**config.mk**
```make
export PLATFORM = sky130hd
export DESIGN_NAME = pause_bit_sender
export DESIGN_NICKNAME = d
export VERILOG_FILES = /design/src/rtl/pbs_pkg.sv /design/src/rtl/pbs_deadline_timer.sv /design/src/rtl/pbs_frame_shifter.sv /design/src/rtl/pause_bit_sender.sv
export SDC_FILE = /design/constraint.sdc
export NUM_CORES = 1
export LEC_CHECK = 0
export BUFFER_PORTS_ARGS = -buffer_cell sky130_fd_sc_hd__buf_4
export CAP_MARGIN = 30
export CORE_MARGIN = 5
export CORE_UTILIZATION = 64
export CTS_CLUSTER_DIAMETER = 200
export DETAILED_ROUTE_END_ITERATION = 7
export HOLD_SLACK_MARGIN = 0.02
export PLACE_DENSITY = 0.84
export SYNTH_ARGS = -nofsm -noshare
export SYNTH_HDL_FRONTEND = slang
export SYNTH_HIERARCHICAL = 1
export SYNTH_SLANG_ARGS = --single-unit
```
**constraint.sdc**
```tcl
create_clock -name clk -period 5.55 [get_ports clk]
set_input_delay 0.555 -clock clk [delete_from_list [all_inputs] [get_ports clk]]
set_output_delay 0.555 -clock clk [all_outputs]
set_load 0.03 [all_outputs]
```
**src/rtl/pbs_pkg.sv**
```systemverilog
package pbs_pkg;

    typedef enum logic [1:0] {
        ST_IDLE    = 2'd0,
        ST_PAUSE   = 2'd1,
        ST_CARRIER = 2'd2,
        ST_EOF     = 2'd3
    } pbs_state_t;

endpackage

```
**src/rtl/pbs_deadline_timer.sv**
```systemverilog
// Free-running time base with an absolute deadline register.
// arm_i places the deadline relative to the current time; adv_i moves it
// forward from the previous deadline so segment lengths never drift.
module pbs_deadline_timer #(
    parameter int CNT_W = 16
) (
    input  logic             clk,
    input  logic             rst_n,
    input  logic             arm_i,
    input  logic             adv_i,
    input  logic [CNT_W-1:0] dur_i,
    output logic             expired_o
);

    logic [CNT_W-1:0] now_q;
    logic [CNT_W-1:0] due_q;

    always_ff @(posedge clk) begin
        if (!rst_n) begin
            now_q <= '0;
            due_q <= '0;
        end else begin
            now_q <= now_q + 1'b1;
            if (arm_i) begin
                due_q <= now_q + dur_i;
            end else if (adv_i) begin
                due_q <= due_q + dur_i;
            end
        end
    end

    assign expired_o = (now_q == due_q);

endmodule

```
**src/rtl/pbs_frame_shifter.sv**
```systemverilog
// Holds the payload and remaining bit count; presents the current bit.
module pbs_frame_shifter #(
    parameter int MAX_BITS = 32,
    parameter int LEN_W    = 6
) (
    input  logic                clk,
    input  logic                rst_n,
    input  logic                load_i,
    input  logic [MAX_BITS-1:0] frame_i,
    input  logic [LEN_W-1:0]    len_i,
    input  logic                pop_i,
    output logic                bit_o,
    output logic                more_o,
    output logic                load_empty_o
);

    localparam logic [LEN_W-1:0] LEN_CAP = LEN_W'(MAX_BITS);

    logic [MAX_BITS-1:0] sr_q;
    logic [LEN_W-1:0]    rem_q;
    logic [LEN_W-1:0]    len_cl;

    assign len_cl = (len_i > LEN_CAP) ? LEN_CAP : len_i;

    always_ff @(posedge clk) begin
        if (!rst_n) begin
            sr_q  <= '0;
            rem_q <= '0;
        end else if (load_i) begin
            sr_q  <= frame_i;
            rem_q <= len_cl;
        end else if (pop_i) begin
            sr_q  <= sr_q >> 1;
            rem_q <= rem_q - 1'b1;
        end
    end

    assign bit_o        = sr_q[0];
    assign more_o       = (rem_q > LEN_W'(1));
    assign load_empty_o = (len_cl == '0);

endmodule

```
**src/rtl/pause_bit_sender.sv**
```systemverilog
module pause_bit_sender
    import pbs_pkg::*;
#(
    parameter  int MAX_BITS = 32,
    parameter  int CNT_W    = 16,
    localparam int LEN_W    = $clog2(MAX_BITS + 1)
) (
    input  logic                clk,
    input  logic                rst_n,
    input  logic                start_i,
    input  logic [MAX_BITS-1:0] frame_i,
    input  logic [LEN_W-1:0]    len_i,
    input  logic [CNT_W-1:0]    pause_ticks_i,
    input  logic [CNT_W-1:0]    one_ticks_i,
    input  logic [CNT_W-1:0]    zero_ticks_i,
    output logic                pause_o,
    output logic                busy_o,
    output logic                done_o
);

    pbs_state_t state_q, state_d;

    logic [CNT_W-1:0] gap_len_q;
    logic [CNT_W-1:0] one_rest_q;
    logic [CNT_W-1:0] zero_rest_q;

    logic             tmr_arm, tmr_adv, tmr_expired;
    logic [CNT_W-1:0] tmr_dur;
    logic             shf_load, shf_pop, shf_bit, shf_more, shf_load_empty;
    logic             done_d;
    logic             accept;

    assign accept = (state_q == ST_IDLE) && start_i;

    pbs_deadline_timer #(.CNT_W(CNT_W)) i_timer (
        .clk       (clk),
        .rst_n     (rst_n),
        .arm_i     (tmr_arm),
        .adv_i     (tmr_adv),
        .dur_i     (tmr_dur),
        .expired_o (tmr_expired)
    );

    pbs_frame_shifter #(.MAX_BITS(MAX_BITS), .LEN_W(LEN_W)) i_shifter (
        .clk          (clk),
        .rst_n        (rst_n),
        .load_i       (shf_load),
        .frame_i      (frame_i),
        .len_i        (len_i),
        .pop_i        (shf_pop),
        .bit_o        (shf_bit),
        .more_o       (shf_more),
        .load_empty_o (shf_load_empty)
    );

    // Duration capture at the accepted start
    always_ff @(posedge clk) begin
        if (!rst_n) begin
            gap_len_q   <= '0;
            one_rest_q  <= '0;
            zero_rest_q <= '0;
        end else if (accept) begin
            gap_len_q   <= pause_ticks_i;
            one_rest_q  <= one_ticks_i - pause_ticks_i;
            zero_rest_q <= zero_ticks_i - pause_ticks_i;
        end
    end

    // Next-state and control decode
    always_comb begin
        state_d  = state_q;
        tmr_arm  = 1'b0;
        tmr_adv  = 1'b0;
        tmr_dur  = '0;
        shf_load = 1'b0;
        shf_pop  = 1'b0;
        done_d   = 1'b0;
        unique case (state_q)
            ST_IDLE: begin
                if (start_i) begin
                    shf_load = 1'b1;
                    tmr_arm  = 1'b1;
                    tmr_dur  = pause_ticks_i;
                    state_d  = shf_load_empty ? ST_EOF : ST_PAUSE;
                end
            end
            ST_PAUSE: begin
                if (tmr_expired) begin
                    tmr_adv = 1'b1;
                    tmr_dur = shf_bit ? one_rest_q : zero_rest_q;
                    state_d = ST_CARRIER;
                end
            end
            ST_CARRIER: begin
                if (tmr_expired) begin
                    shf_pop = 1'b1;
                    tmr_adv = 1'b1;
                    tmr_dur = gap_len_q;
                    state_d = shf_more ? ST_PAUSE : ST_EOF;
                end
            end
            ST_EOF: begin
                if (tmr_expired) begin
                    state_d = ST_IDLE;
                    done_d  = 1'b1;
                end
            end
            default: state_d = ST_IDLE;
        endcase
    end

    // State register
    always_ff @(posedge clk) begin
        if (!rst_n) begin
            state_q <= ST_IDLE;
        end else begin
            state_q <= state_d;
        end
    end

    // Registered outputs
    always_ff @(posedge clk) begin
        if (!rst_n) begin
            pause_o <= 1'b0;
            busy_o  <= 1'b0;
            done_o  <= 1'b0;
        end else begin
            pause_o <= (state_d == ST_PAUSE) || (state_d == ST_EOF);
            busy_o  <= (state_d != ST_IDLE);
            done_o  <= done_d;
        end
    end

endmodule

```
==> metrics.md, run 1 <==
| Metric | Value |
|---|---|
| CP cell instances | `xnor2_1 -> nand4_1 -> nor4_1 -> buf_4 -> and2_1 -> a222oi_1 -> nor2_1 -> ha_1 -> inv_1 -> fa_1 -> nand2b_1 -> a21oi_1 -> o21ai_1 -> xor2_1 -> o21ai_1 -> and2_1` |
| End of the worst register-to-register path | `i_timer/due_q[8]$_SDFFE_PN0P_` |
| Fmax | `232 MHz` |
| Worst-path clk slew | `0.06 ns` |
| Clock latency on the worst-skew pair | `0.43 ns` |
| Antenna-violating nets left | `0` |
| Sw frac | `0.369` |
| Clock root buffer | `clkbuf_16` |
| Starting Density | `0.647` |
| Synth cell count leaders | `nand2_1, dfxtp_1, a21oi_1, o21ai_0, and2_1` |
| Worst Hold End | `gap_len_q[2]$_SDFFE_PN0P_` |
| Vias | `7335` |
| Syn Nets | `1135` |
| Total wire length | `20000 um` |
| Largest net degree at the start of global routing | `90` |
| DP Worst Slack | `1.70 ns` |
| CTS tree | `built` |
| Critical Path Start Type | `flip-flop` |
| Post-synthesis sequential area ratio | `0.301` |
| Worst min-delay path category | `input pin to flip-flop` |
| Worst EP required | `5.87 ns` |
| Setup Crit Path Kind | `flip-flop to flip-flop` |
| CP Capture Type | `flip-flop` |
| Global Route met1 Usage | `0.318` |
| Status | `finished clean` |
| GRT Total Usage | `0.271` |
| Minimum clock period | `4.31 ns` |
| Share of cells above drive strength 1 | `0.172` |
| Antenna Cells | `0` |
| Drt drc | `0` |
| Worst-path fanout max | `16` |
| Reg area | `0.00244 mm^2` |
| Worst-case clock buffer depth | `2` |
| Max VDD drop | `0.000290 V` |
| Top cells by area, synth | `dfxtp_1, ha_1, nand2_1` |
| Synth warn | `6` |
| Comb pwr share | `0.383` |
| M3 GR Usage | `0.0627` |
| Final period util | `0.776` |
| TritonCTS Buffers | `17` |
| Die height | `123 um` |
| Dpl cells | `1210` |
| Cell Pwr Density | `411 mW/mm^2` |
| Area leader, netlist | `dfxtp_1` |
| Die W | `123 um` |
| Max cap viols | `0` |
| Antenna violations before repair | `0` |
| H-tree depth | `4` |
| Post-CTS setup repair buffer count | `0` |
| Fin. Hold Viols | `0` |
| Most frequent cell after synthesis | `nand2_1` |
| Top FF cell, synth | `dfxtp_1` |
| GP Congestion | `0.950` |
| Sum Neg Setup Slack | `0 ns` |
| Synthesized area per cell | `8.18 um^2` |
| Fin Hold WS | `0.396 ns` |
| Seq cells post-synth | `122` |
| GRT busiest layer | `met2` |
| Clock Skew | `0.0108 ns` |
| Fraction of registers with async set or reset after synthesis | `0` |
| RSZ-0062 raised after global routing | `false` |
| Int Power | `0.00245 W` |
| Synth top area share | `0.301` |
| Mapped Area | `0.00810 mm^2` |
| Sw power | `0.00143 W` |
| Top-Level Pins | `92` |
| Final Non-Filler Cells | `1242` |
| Final setup margin | `1.24 ns` |
| 1st-iter DRT viols | `700` |
| Utilization after layout | `0.756` |
| PostCTS Resize Cnt | `0` |
| WHS Path Cells | `3` |
| R2r worst-path depth | `16` |
| Part of the power in the clock network | `0.303` |
| Mapped Cells | `991` |
| Area Growth Syn to Fin | `16.8%` |
| EDFF count, synth | `0` |
| Leakage | `4.00 nW` |
| NumNets Final | `1201` |
| Fill count | `986` |
| Met2 usage | `0.474` |
| Final setup viols | `0` |
| WL/cell | `16.1 um` |
| Slew HR | `0.465` |
| Post-synthesis cell type count | `71` |
| Worst R2R Start | `i_timer/now_q[0]$_SDFF_PN0_` |
| Detailed placement HPWL | `14100 um` |
| DIE AREA | `0.0150 mm^2` |
| Grt ovf | `0` |
| Flop2flop setup slack | `1.24 ns` |
| Worst hold start | `pause_ticks_i[2]` |
| Vias per cell | `5.91` |
| Share of power burned in registers | `0.313` |
| Worst Path Arrival | `4.63 ns` |
| Hold buffers post-CTS | `0` |
| Worst path max stage delay | `0.59 ns` |
| Core footprint | `0.0125 mm^2` |
| Critical-path top delay cell | `nor4_1` |
| Final slew viol count | `0` |
| Crit path buffers/inverters | `2` |
| TritonCTS Sinks | `122` |
| Wire length of the first global-routing pass | `32300 um` |
| Vias in the first global route | `6954` |
| Worst slew pin tran | `0.802 ns` |
| Multi-input logic area | `0.00531 mm^2` |
| Cell family with most CP delay | `simple AND/OR/NAND/NOR gates` |
| Pre-antenna DRT Iters | `6` |
| Port bufs | `91` |
| Standard-cell rows | `41` |
logic make-up after synthesis:
kind of cell             share of synthesized area
XOR/XNOR                                    0.0659
flip-flops                                   0.301
multiplexers                                0.0874
AND/OR/NAND/NOR                              0.215
adder cells (fa/ha/maj)                     0.0877
buffers and inverters                       0.0429
AO/OA/AOI/OAI                                0.199
worst max-delay path by stage:
stage,start,end,slack [ns],depth (start not counted)
final,i_timer/now_q[0]$_SDFF_PN0_,i_timer/due_q[8]$_SDFFE_PN0P_,1.24,16
after global routing,i_timer/now_q[0]$_SDFF_PN0_,i_timer/due_q[10]$_SDFFE_PN0P_,1.20,16
after CTS,i_timer/now_q[0]$_SDFF_PN0_,i_timer/due_q[8]$_SDFFE_PN0P_,1.51,16
after detailed placement,i_timer/now_q[0]$_SDFF_PN0_,i_timer/due_q[8]$_SDFFE_PN0P_,1.70,16
after global placement,i_timer/now_q[0]$_SDFF_PN0_,i_timer/due_q[6]$_SDFFE_PN0P_,1.80,16
after floorplan,i_timer/now_q[6]$_SDFF_PN0_,i_timer/due_q[6]$_SDFFE_PN0P_,1.76,17
per-layer routing:
layer	wire length, um	up-vias	share of wire
met5	0	-	0
met4	649	0	0.032
met3	1340	60	0.067
met2	9730	245	0.49
met1	8260	3369	0.41
li1	-	3661	-
worst min-delay path, stage by stage:
cell and delay (ns):
buf_4 0.12, nand2_1 0.05, a21oi_1 0.05
cell usage in the layout, fill, tap and decap left out, drive strengths merged, types with 4 or more instances in the layout:
master / n
and2: 59
a31oi: 10
o21ai: 81
a222oi: 16
dfxtp: 122
inv: 38
xor2: 24
and4: 4
o21a: 6
o211ai: 8
mux2: 30
nand4: 12
nor2: 58
a21o: 15
mux2i: 37
a21oi: 66
nor3: 7
buf: 97
nand3: 28
or3: 7
a211oi: 12
bufinv: 4
and3: 7
nand2: 138
nand2b: 6
ha: 52
clkbuf: 18
clkinv: 5
xnor2: 37
nor2b: 14
per-stage QoR:
stage | area (um^2) | power, W
finish | 9460 | 0.00389
global route | 9460 | 0.00411
CTS | 9460 | 0.00387
detailed placement | 8840 | 0.00268
global placement | 8830 | 0.00263
floorplan | 8100 | 0.00233
sequential cells by signal, indices dropped and copies added, names as in the netlist:
name,cells
busy_o,1
done_o,1
gap_len_q,16
i_shifter/rem_q,6
i_shifter/sr_q,32
i_timer/due_q,16
i_timer/now_q,16
one_rest_q,16
state_q,2
zero_rest_q,16
final cells by class:
class | instances | share of cell area
flip-flops and latches | 122 | 0.258
clock buffers | 18 | 0.0454
well taps | 172 | 0.0227
clock inverters | 14 | 0.0208
multi-input cells | 783 | 0.561
repair buffers | 97 | 0.0770
inverters | 36 | 0.0145
power by group through the flow:
stage	clock network, W	registers (W)	logic [W]
floorplan	0	0.00120	0.00113
global placement	0	0.00122	0.00141
detailed placement	0	0.00123	0.00145
CTS	0.00118	0.00122	0.00147
global route	0.00123	0.00124	0.00164
finish	0.00118	0.00122	0.00149
No activity file was read; power rests on OpenSTA's default activity.
==> run 2: changes to the inputs <==
Settings changed: CORE_UTILIZATION 64 to 54, PLACE_DENSITY 0.84 to 0.75.
Clock period 5.55 ns to 3.5 ns, I/O delays scaled along.
==> metrics.md, run 2 (synthesized netlist as in run 1, its figures left out) <==
| Metric | Value |
|---|---|
| Status | `finished clean (unchanged)` |
| Starting Density | `0.553 (was 0.647)` |
| Worst hold start | `frame_i[31] (was pause_ticks_i[2])` |
| Fin Hold WS | `0.195 ns (was 0.396 ns)` |
| Int Power | `0.00399 W (was 0.00245 W)` |
| Clock latency on the worst-skew pair | `0.42 ns (was 0.43 ns)` |
| Vias per cell | `5.74 (was 5.91)` |
| Share of power burned in registers | `0.308 (was 0.313)` |
| TritonCTS Buffers | `17 (unchanged)` |
| Critical Path Start Type | `flip-flop (unchanged)` |
| Grt ovf | `0 (unchanged)` |
| Area Growth Syn to Fin | `18.8% (was 16.8%)` |
| Max VDD drop | `0.000454 V (was 0.000290 V)` |
| Worst Hold End | `i_shifter/sr_q[31]$_SDFFE_PN0P_ (was gap_len_q[2]$_SDFFE_PN0P_)` |
| Worst-case clock buffer depth | `2 (unchanged)` |
| Die height | `132 um (was 123 um)` |
| End of the worst register-to-register path | `i_timer/due_q[13]$_SDFFE_PN0P_ (was i_timer/due_q[8]$_SDFFE_PN0P_)` |
| Core footprint | `0.0146 mm^2 (was 0.0125 mm^2)` |
| Utilization after layout | `0.657 (was 0.756)` |
| Commonest non-fill, non-tap cell in the layout | `nand2_1 (unchanged)` |
| Standard-cell rows | `44 (was 41)` |
| Flop2flop setup slack | `0.23 ns (was 1.24 ns)` |
| Drt drc | `0 (unchanged)` |
| Minimum clock period | `3.27 ns (was 4.31 ns)` |
| Worst-path fanout max | `41 (was 16)` |
| Worst EP required | `3.85 ns (was 5.87 ns)` |
| CP Capture Type | `flip-flop (unchanged)` |
| Sw power | `0.00226 W (was 0.00143 W)` |
| Cell family with most CP delay | `compound AO/OA/AOI/OAI gates (was simple AND/OR/NAND/NOR gates)` |
| Most frequent cells in the layout | `nand2_1, dfxtp_1, buf_4 (unchanged)` |
| Crit path buffers/inverters | `3 (was 2)` |
| Worst R2R Start | `state_q[0]$_SDFF_PN0_ (was i_timer/now_q[0]$_SDFF_PN0_)` |
| Leakage | `4.08 nW (was 4.00 nW)` |
| Share of cells above drive strength 1 | `0.191 (was 0.172)` |
| R2r worst-path depth | `13 (was 16)` |
| Total wire length | `19900 um (was 20000 um)` |
| DP Worst Slack | `0.0929 ns (was 1.70 ns)` |
| Worst Path Arrival | `3.62 ns (was 4.63 ns)` |
| Die W | `132 um (was 123 um)` |
| WHS Path Cells | `3 (unchanged)` |
| Vias | `7274 (was 7335)` |
| H-tree depth | `4 (unchanged)` |
| Pre-antenna DRT Iters | `6 (unchanged)` |
| Final setup margin | `0.229 ns (was 1.24 ns)` |
| Worst-path clk slew | `0.06 ns (about the same)` |
| Top-Level Pins | `92 (unchanged)` |
| GRT Total Usage | `0.222 (was 0.271)` |
| Part of the power in the clock network | `0.299 (was 0.303)` |
| Largest net degree at the start of global routing | `79 (was 90)` |
| TritonCTS Sinks | `122 (unchanged)` |
| Hold buffers post-CTS | `0 (unchanged)` |
| RSZ-0062 raised after global routing | `false (unchanged)` |
| Clock Skew | `0.00848 ns (was 0.0108 ns)` |
| Biggest register | `i_shifter/sr_q (unchanged)` |
| CTS tree | `built (unchanged)` |
| Worst slew pin tran | `0.713 ns (was 0.802 ns)` |
| Port bufs | `91 (unchanged)` |
| GP Congestion | `0.915 (was 0.950)` |
| NumNets Final | `1214 (was 1201)` |
| Clock root buffer | `clkbuf_16 (unchanged)` |
| Sw frac | `0.362 (was 0.369)` |
| DIE AREA | `0.0176 mm^2 (was 0.0150 mm^2)` |
| Comb pwr share | `0.393 (was 0.383)` |
| Antenna-violating nets left | `0 (unchanged)` |
| Fmax | `306 MHz (was 232 MHz)` |
| Final setup viols | `0 (unchanged)` |
| Worst path max stage delay | `0.39 ns (was 0.59 ns)` |
| Vias in the first global route | `6892 (was 6954)` |
| Sum Neg Setup Slack | `0 ns (unchanged)` |
| Max cap viols | `0 (unchanged)` |
| Antenna Cells | `0 (unchanged)` |
| Max reg flops | `32 (unchanged)` |
| WL/cell | `15.7 um (was 16.1 um)` |
| Cell Pwr Density | `650 mW/mm^2 (was 411 mW/mm^2)` |
| Final period util | `0.935 (was 0.776)` |
| 1st-iter DRT viols | `620 (was 700)` |
| Final slew viol count | `0 (unchanged)` |
| Antenna violations before repair | `0 (unchanged)` |
| Fin. Hold Viols | `0 (unchanged)` |
| Setup Crit Path Kind | `flip-flop to flip-flop (unchanged)` |
| Detailed placement HPWL | `14500 um (was 14100 um)` |
| Critical-path top delay cell | `ha_1 (was nor4_1)` |
| Worst min-delay path category | `input pin to flip-flop (unchanged)` |
| Wire length of the first global-routing pass | `32300 um (about the same)` |
| Fill count | `1238 (was 986)` |
| CP cell instances | `inv_1 -> ha_1 -> nand2_1 -> inv_6 -> buf_4 -> mux2_2 -> ha_1 -> a21o_1 -> a21o_1 -> a221oi_2 -> and3_1 -> o21ai_1 -> a21boi_1 (was xnor2_1 -> nand4_1 -> nor4_1 -> buf_4 -> and2_1 -> a222oi_1 -> nor2_1 -> ha_1 -> inv_1 -> fa_1 -> nand2b_1 -> a21oi_1 -> o21ai_1 -> xor2_1 -> o21ai_1 -> and2_1)` |
| Slew HR | `0.523 (was 0.465)` |
## run 2: cell types whose count changed in the layout (fill, tap and decap cells not counted), sizes merged
cell / previous run / this run
clkbuf: 18 / 19
clkinvlp: 3 / 0
buf: 97 / 110
clkinv: 5 / 7
## run 2: worst reg2reg max path, delay by kind of cell, from the launching register on
family / cells / cell delay (ns)
fa+ha+maj: 2 / 0.63
buf+inv: 3 / 0.65
mux: 1 / 0.37
compound gates: 5 / 0.84
flops: 1 / 0.36
simple gates: 2 / 0.35
## run 2: repair_timing
action | CTS | global route
gates resized for setup | 0 | 10
setup buffers | 0 | 2
setup endpoints to repair | 0 | 11
## run 2: area by class of cell
cell class | instances | area, um^2 | area share
Clock buffer | 19 | 443 | 0.0460
Clock inverter | 13 | 191 | 0.0199
Timing Repair Buffer | 110 | 826 | 0.0858
Multi-Input combinational cell | 783 | 5340 | 0.555
Inverter | 36 | 140 | 0.0146
Tap cell | 184 | 230 | 0.0239
Sequential cell | 122 | 2450 | 0.254
## run 2: how the worst max path moves through the flow
stage,start,end,slack (ns),cells after the start
2_1_floorplan,i_timer/now_q[6]$_SDFF_PN0_,i_timer/due_q[6]$_SDFFE_PN0P_,0.04,17
3_3_place_gp,i_timer/now_q[2]$_SDFF_PN0_,i_timer/due_q[6]$_SDFFE_PN0P_,0.18,15
3_5_place_dp,i_timer/now_q[2]$_SDFF_PN0_,i_timer/due_q[12]$_SDFFE_PN0P_,0.09,15
4_1_cts,i_timer/now_q[2]$_SDFF_PN0_,i_timer/due_q[12]$_SDFFE_PN0P_,0.06,15
5_1_grt,i_timer/due_q[13]$_SDFFE_PN0P_,i_timer/due_q[14]$_SDFFE_PN0P_,0.006,16
6_report,state_q[0]$_SDFF_PN0_,i_timer/due_q[13]$_SDFFE_PN0P_,0.23,13
## run 2: per-stage QoR
stage | total power [W] | instance area (um^2) | instances
floorplan | 0.00374 | 8120 | 991
global placement | 0.00427 | 8940 | 1232
detailed placement | 0.00433 | 8950 | 1233
CTS | 0.00623 | 9580 | 1265
global route | 0.00665 | 9620 | 1267
finish | 0.00626 | 9620 | 1267
## run 2: metal layers
metal / GRT usage / routed length, um
met2: 0.370 / 9430
met1: 0.284 / 8920
met5: 0 / 0
met3: 0.0581 / 1270
met4: 0.0664 / 262
## run 2: power by group through the flow
stage | sequential (W) | clock (W) | combinational [W]
after global routing | 0.00196 | 0.00196 | 0.00273
after floorplan | 0.00191 | 0 | 0.00183
after global placement | 0.00194 | 0 | 0.00233
after detailed placement | 0.00195 | 0 | 0.00238
final | 0.00193 | 0.00187 | 0.00246
after CTS | 0.00193 | 0.00190 | 0.00240
